### src/rtl/plru_pkg.sv
package plru_pkg;
    localparam int WAYS   = 8;
    localparam int WAY_W  = $clog2(WAYS);
    localparam int TREE_W = WAYS - 1;

    typedef logic [TREE_W-1:0] tree_t;
    typedef logic [WAY_W-1:0]  way_t;

    typedef enum logic [0:0] {
        ST_IDLE = 1'b0,
        ST_SHOW = 1'b1
    } ctl_state_t;

    // Walk root -> half node -> pair node.
    function automatic way_t tree_pick(input tree_t t);
        logic hi, mid, leaf;
        hi   = t[0];
        mid  = hi ? t[2] : t[1];
        leaf = t[3 + {hi, mid}];
        return {hi, mid, leaf};
    endfunction
endpackage

### src/rtl/plru_tree_pick.sv
module plru_tree_pick
    import plru_pkg::*;
(
    input  tree_t tree,
    output way_t  way
);
    always_comb begin
        way = tree_pick(tree);
    end
endmodule

### src/rtl/plru_invalid_pick.sv
module plru_invalid_pick
    import plru_pkg::*;
(
    input  logic [WAYS-1:0] valid_vec,
    output logic            any_free,
    output way_t            free_way
);
    always_comb begin
        any_free = 1'b0;
        free_way = '0;
        for (int i = WAYS - 1; i >= 0; i--) begin
            if (!valid_vec[i]) begin
                any_free = 1'b1;
                free_way = way_t'(i);
            end
        end
    end

    // reported way is empty and nothing below it is empty
    always_comb begin
        if (any_free) begin
            a_lowest_free_r3: assert (valid_vec[free_way] == 1'b0);
            for (int j = 0; j < WAYS; j++) begin
                if (j < int'(free_way)) begin
                    a_none_below_r3: assert (valid_vec[j] == 1'b1);
                end
            end
        end
    end
endmodule

### src/rtl/plru_state_array.sv
module plru_state_array
    import plru_pkg::*;
#(
    parameter int NUM_SETS = 16,
    localparam int IDX_W   = (NUM_SETS > 1) ? $clog2(NUM_SETS) : 1
) (
    input  logic             clk,
    input  logic             rst_n,
    input  logic [IDX_W-1:0] rd_set,
    output tree_t            rd_tree,
    input  logic             wr_vld,
    input  logic [IDX_W-1:0] wr_set,
    input  way_t             wr_way
);
    tree_t tree_q [NUM_SETS];
    tree_t touched;

    // Point every node on the accessed path to the other side.
    always_comb begin
        touched = tree_q[wr_set];
        touched[0] = ~wr_way[2];
        touched[1 + int'(wr_way[2])] = ~wr_way[1];
        touched[3 + int'(wr_way[2:1])] = ~wr_way[0];
    end

    logic [NUM_SETS-1:0] set_we;
    for (genvar s = 0; s < NUM_SETS; s++) begin : g_we
        assign set_we[s] = wr_vld && (wr_set == IDX_W'(s));
    end

    always_ff @(posedge clk or negedge rst_n) begin
        if (!rst_n) begin
            for (int s = 0; s < NUM_SETS; s++) tree_q[s] <= '0;
        end else begin
            for (int s = 0; s < NUM_SETS; s++)
                if (set_we[s]) tree_q[s] <= touched;
        end
    end

    assign rd_tree = tree_q[rd_set];

    // after an access the tree no longer points at that way
    p_points_away_r6: assert property (@(posedge clk) disable iff (!rst_n)
        wr_vld |=> tree_pick(tree_q[$past(wr_set)]) != $past(wr_way));

    // set 0 only changes when it is written
    p_other_set_hold_r8: assert property (@(posedge clk) disable iff (!rst_n)
        !(wr_vld && wr_set == '0) |=> tree_q[0] == $past(tree_q[0]));
endmodule

### src/rtl/plru8_victim_sel.sv
module plru8_victim_sel
    import plru_pkg::*;
#(
    parameter int NUM_SETS = 16,
    localparam int IDX_W   = (NUM_SETS > 1) ? $clog2(NUM_SETS) : 1
) (
    input  logic             clk,
    input  logic             rst_n,
    input  logic             lkp_vld,
    input  logic [IDX_W-1:0] lkp_set,
    input  logic [7:0]       lkp_valid,
    input  logic             flush_mode,
    input  logic             upd_vld,
    input  logic [IDX_W-1:0] upd_set,
    input  logic [2:0]       upd_way,
    output logic             vict_vld,
    output logic [2:0]       vict_way
);
    tree_t      cur_tree;
    way_t       tree_way, free_way, pick_way;
    logic       any_free;
    ctl_state_t state_q, state_d;
    way_t       way_q;

    plru_state_array #(.NUM_SETS(NUM_SETS)) u_state (
        .clk    (clk),
        .rst_n  (rst_n),
        .rd_set (lkp_set),
        .rd_tree(cur_tree),
        .wr_vld (upd_vld),
        .wr_set (upd_set),
        .wr_way (upd_way)
    );

    plru_tree_pick u_tree (
        .tree(cur_tree),
        .way (tree_way)
    );

    plru_invalid_pick u_free (
        .valid_vec(lkp_valid),
        .any_free (any_free),
        .free_way (free_way)
    );

    // Empty ways win unless flush assist forces tree order.
    always_comb begin
        pick_way = (any_free && !flush_mode) ? free_way : tree_way;
    end

    always_comb begin
        state_d = state_q;
        unique case (state_q)
            ST_IDLE: if (lkp_vld)  state_d = ST_SHOW;
            ST_SHOW: if (!lkp_vld) state_d = ST_IDLE;
            default: state_d = ST_IDLE;
        endcase
    end

    always_ff @(posedge clk or negedge rst_n) begin
        if (!rst_n) begin
            state_q <= ST_IDLE;
            way_q   <= '0;
        end else begin
            state_q <= state_d;
            if (lkp_vld) way_q <= pick_way;
        end
    end

    always_comb begin
        vict_vld = (state_q == ST_SHOW);
        vict_way = way_q;
    end

    // result one cycle after each lookup, never otherwise
    p_result_follows_r2: assert property (@(posedge clk) disable iff (!rst_n)
        lkp_vld |=> vict_vld);
    p_no_stray_result_r2: assert property (@(posedge clk) disable iff (!rst_n)
        !lkp_vld |=> !vict_vld);
    // flush assist result equals the tree decode of the looked-up set
    p_flush_tree_r5: assert property (@(posedge clk) disable iff (!rst_n)
        (lkp_vld && flush_mode) |=> vict_way == $past(tree_way));
endmodule

### config.mk
export PLATFORM = sky130hd
export DESIGN_NAME = plru8_victim_sel
export DESIGN_NICKNAME = d
export VERILOG_FILES = /design/src/rtl/plru_pkg.sv /design/src/rtl/plru_tree_pick.sv /design/src/rtl/plru_invalid_pick.sv /design/src/rtl/plru_state_array.sv /design/src/rtl/plru8_victim_sel.sv
export SDC_FILE = /design/constraint.sdc
export NUM_CORES = 1
export LEC_CHECK = 0
export BUFFER_PORTS_ARGS = -buffer_cell sky130_fd_sc_hd__buf_4
export CAP_MARGIN = 20
export CORE_MARGIN = 10
export CORE_UTILIZATION = 40
export CTS_BUF_LIST = sky130_fd_sc_hd__clkbuf_4
export DETAILED_ROUTE_END_ITERATION = 10
export REMOVE_ABC_BUFFERS = 1
export SKIP_CTS_REPAIR_TIMING = 1
export SLEW_MARGIN = 30
export SYNTH_ARGS = -nofsm -noshare
export SYNTH_HDL_FRONTEND = slang
export SYNTH_SLANG_ARGS = --single-unit
export TNS_END_PERCENT = 10
### constraint.sdc
create_clock -name clk -period 7.55 [get_ports clk]
set_input_delay 0.755 -clock clk [delete_from_list [all_inputs] [get_ports clk]]
set_output_delay 0.755 -clock clk [all_outputs]
set_load 0.005 [all_outputs]
==> flow_summary.ini <==
[outcome]
status = completed

[worst_setup_path]
worstSetupPathType = input pin to register
rr_startpoint = u_state.tree_q[85]$_DFFE_PN0P_
start_kind = input pin
crit_path_end_kind = register
worst_ep_required_time_ps = 8020
arrival_ps = 3860
critPathLaunch = lkp_set[0]
critical_path.max_fanout = 28

[detailed_routing]
post-route-drc-count = 0
via_per_inst = 5.794
wl_per_cell_um = 22.90
dr_total_vias = 4143
ant_nets = 0
drtPass1Iterations = 5
drt-total-wl_um = 16370
drt_iter0_markers = 274

[sta]
hold_violations = 0
fmax_mhz = 294.9
setup_slack_ps = 4159
fin_skew_ps = 10.53
max-slew-margin-rel_pct = 31.43
drv_slew = 0
min_period_ps = 3391
setup_viol = 0
post-route-period-util_pct = 44.91
finalSetupTns_ps = 0
tightestPinTransition_ps = 1025
hold_slack_ps = 221.4
rsz0062_at_grt = no

[die]
num_rows = 46
die_w_um = 147.4
ios = 28
chipHeight_um = 147.4
core_mm2 = 0.01589
dieArea_mm2 = 0.02174
start_util_pct = 40.89

[synth]
synth_seq_cells = 116
netlist.area_leader.share_pct = 44.68
synth_area_per_cell_um2 = 14.00
synth_compound_area_share_pct = 5.894
synth_top_family_by_area = multiplexers
synth-edff-count = 0
netlist_area_mm2 = 0.006496
synth_cells = 464
synthSimpleGateAreaFrac_pct = 6.471
ys_seq_area_share_pct = 44.68
synthAdderAreaFrac_pct = 1.156
ys_types = 41
synth-warning-count = 0
ys.flop_type = dfrtp_1
yosys-top-cells-area = dfrtp_1, mux2_2, mux4_2, mux4_1, mux2i_1
synthMuxAreaShare_pct = 38.19
synth.largest_area_cell = dfrtp_1
synth-xor-area-share_pct = 0
async_flop_share_pct = 100.0

[place]
place_ws_ps = 3624
dp_hpwl_um = 11010
io_buffers = 27
placed_cell_area_mm2 = 0.006807
gp_congestion = 0.8408

[global_routing]
grt_first_pass_wirelength_um = 25790
antenna_found_initial = 1
grtUsageTotal_pct = 15.64
grt_max_degree = 72
overflow = 0
grt_pass1_vias = 4322

[final_layout]
seqCellArea_mm2 = 0.002903
fillers = 1487
fin_nets = 515
multi_input_area_mm2 = 0.003372
areaGrowthSynthToFinish_pct = 8.860
drive_gt1_share_pct = 44.18
finalInstanceArea_mm2 = 0.007072
final_common_cell = dfrtp_1
final_core_util_pct = 44.52
mostFrequentLayoutCells = dfrtp_1, mux2_2, mux4_2

[power]
p_leak_nw = 3.065
peakVddDrop_mv = 0.08845
p_per_area_mw_per_mm2 = 250.8

[clock_network]
clk_pin_slew_ps = 100
cts-root-buf = clkbuf_4
clk_path_buf_depth = 2
cts_tree = yes
clk_latency_ps = 540
cts_buffers = 17
clkSinkCount = 116
h-tree-depth = 4

[worst_hold_path]
hold_path_class = input pin to asynchronous set/reset pin

[run]
drv_cap = 0
==> cells in the mapped netlist (3+ instances only) <==
library cell and n:
a21oi_1 5, a21oi_2 10, a22oi_1 4, buf_2 4, buf_6 8, clkbuf_1 12
dfrtp_1 116, ha_1 6, inv_1 9, mux2_2 93, mux2i_1 12, mux4_1 10
mux4_2 46, nand2_1 27, nand2b_1 7, nand3_1 12, nand3b_1 3, nand4_1 3
nor2_1 25, nor2b_1 6, o21ai_0 16, o21ai_2 5, or3_1 3
==> metal layers <==
layer  vias up  global-route usage [%]  share of wire [%]
met5         -                       0                  0
met4         0                   7.879                2.7
met3        26                   4.518                6.9
met2       141                   24.59                 48
met1      2147                   19.29                 42
li1       1829                       -                  -
==> worst max-delay path, stage by stage <==
cell,delay (ps)
buf_4,440
mux4_2,570
a22oi_1,190
nand3_1,200
mux2i_1,330
ha_1,380
nor2b_1,200
a32oi_1,80
mux2_2,280
nand4_1,70
mux2_2,150
o2111a_1,180
==> registers in the layout, indices dropped and copies added, names as in the netlist <==
signal / count
vict_vld: 1
u_state.tree_q: 112
vict_way: 3
==> report_power, final <==
part / total [mW] / internal (mW) / switching, mW / leakage (nW)
combinational: 0.478 / 0.276 / 0.202 / 1.43
sequential: 0.873 / 0.767 / 0.107 / 1.50
clock: 0.422 / 0.191 / 0.231 / 0.139
==> cell families (layout without fill, tap and decap cells) <==
group	count (synthesis)	after routing
mux	162	162
compound gates	52	52
flops	116	116
simple gates	90	90
other cells	0	1
fa+ha+maj	6	6
buf+inv	38	72
==> metrics by stage <==
stage | total power [mW] | std cells
6_report | 1.773 | 715
2_1_floorplan | 1.201 | 435
5_1_grt | 1.879 | 715
4_1_cts | 1.786 | 714
3_5_place_dp | 1.363 | 682
3_3_place_gp | 1.342 | 682
==> final timing paths <==
path                       cells after the start                        endpoint  slack (ps)
min                                            1  u_state.tree_q[38]$_DFFE_PN0P_         220
min in group clk                               1              vict_vld$_DFF_PN0_         380
max                                           12         vict_way[0]$_DFFE_PN0P_        4160
max reg2reg                                   11         vict_way[0]$_DFFE_PN0P_        4540
min reg2reg                                    2  u_state.tree_q[98]$_DFFE_PN0P_         490
max in group asynchronous                      2  u_state.tree_q[88]$_DFFE_PN0P_        6280
==> final cells by class <==
class                           count  share of cell area [%]
Multi-Input combinational cell    310                   47.68
Tap cell                          216                   3.822
Timing Repair Buffer               31                   3.344
Sequential cell                   116                   41.05
Clock inverter                     14                   1.681
Antenna cell                        1                 0.03539
Clock buffer                       18                   1.911
Inverter                            9                  0.4777
No activity file was read; power rests on OpenSTA's default activity.
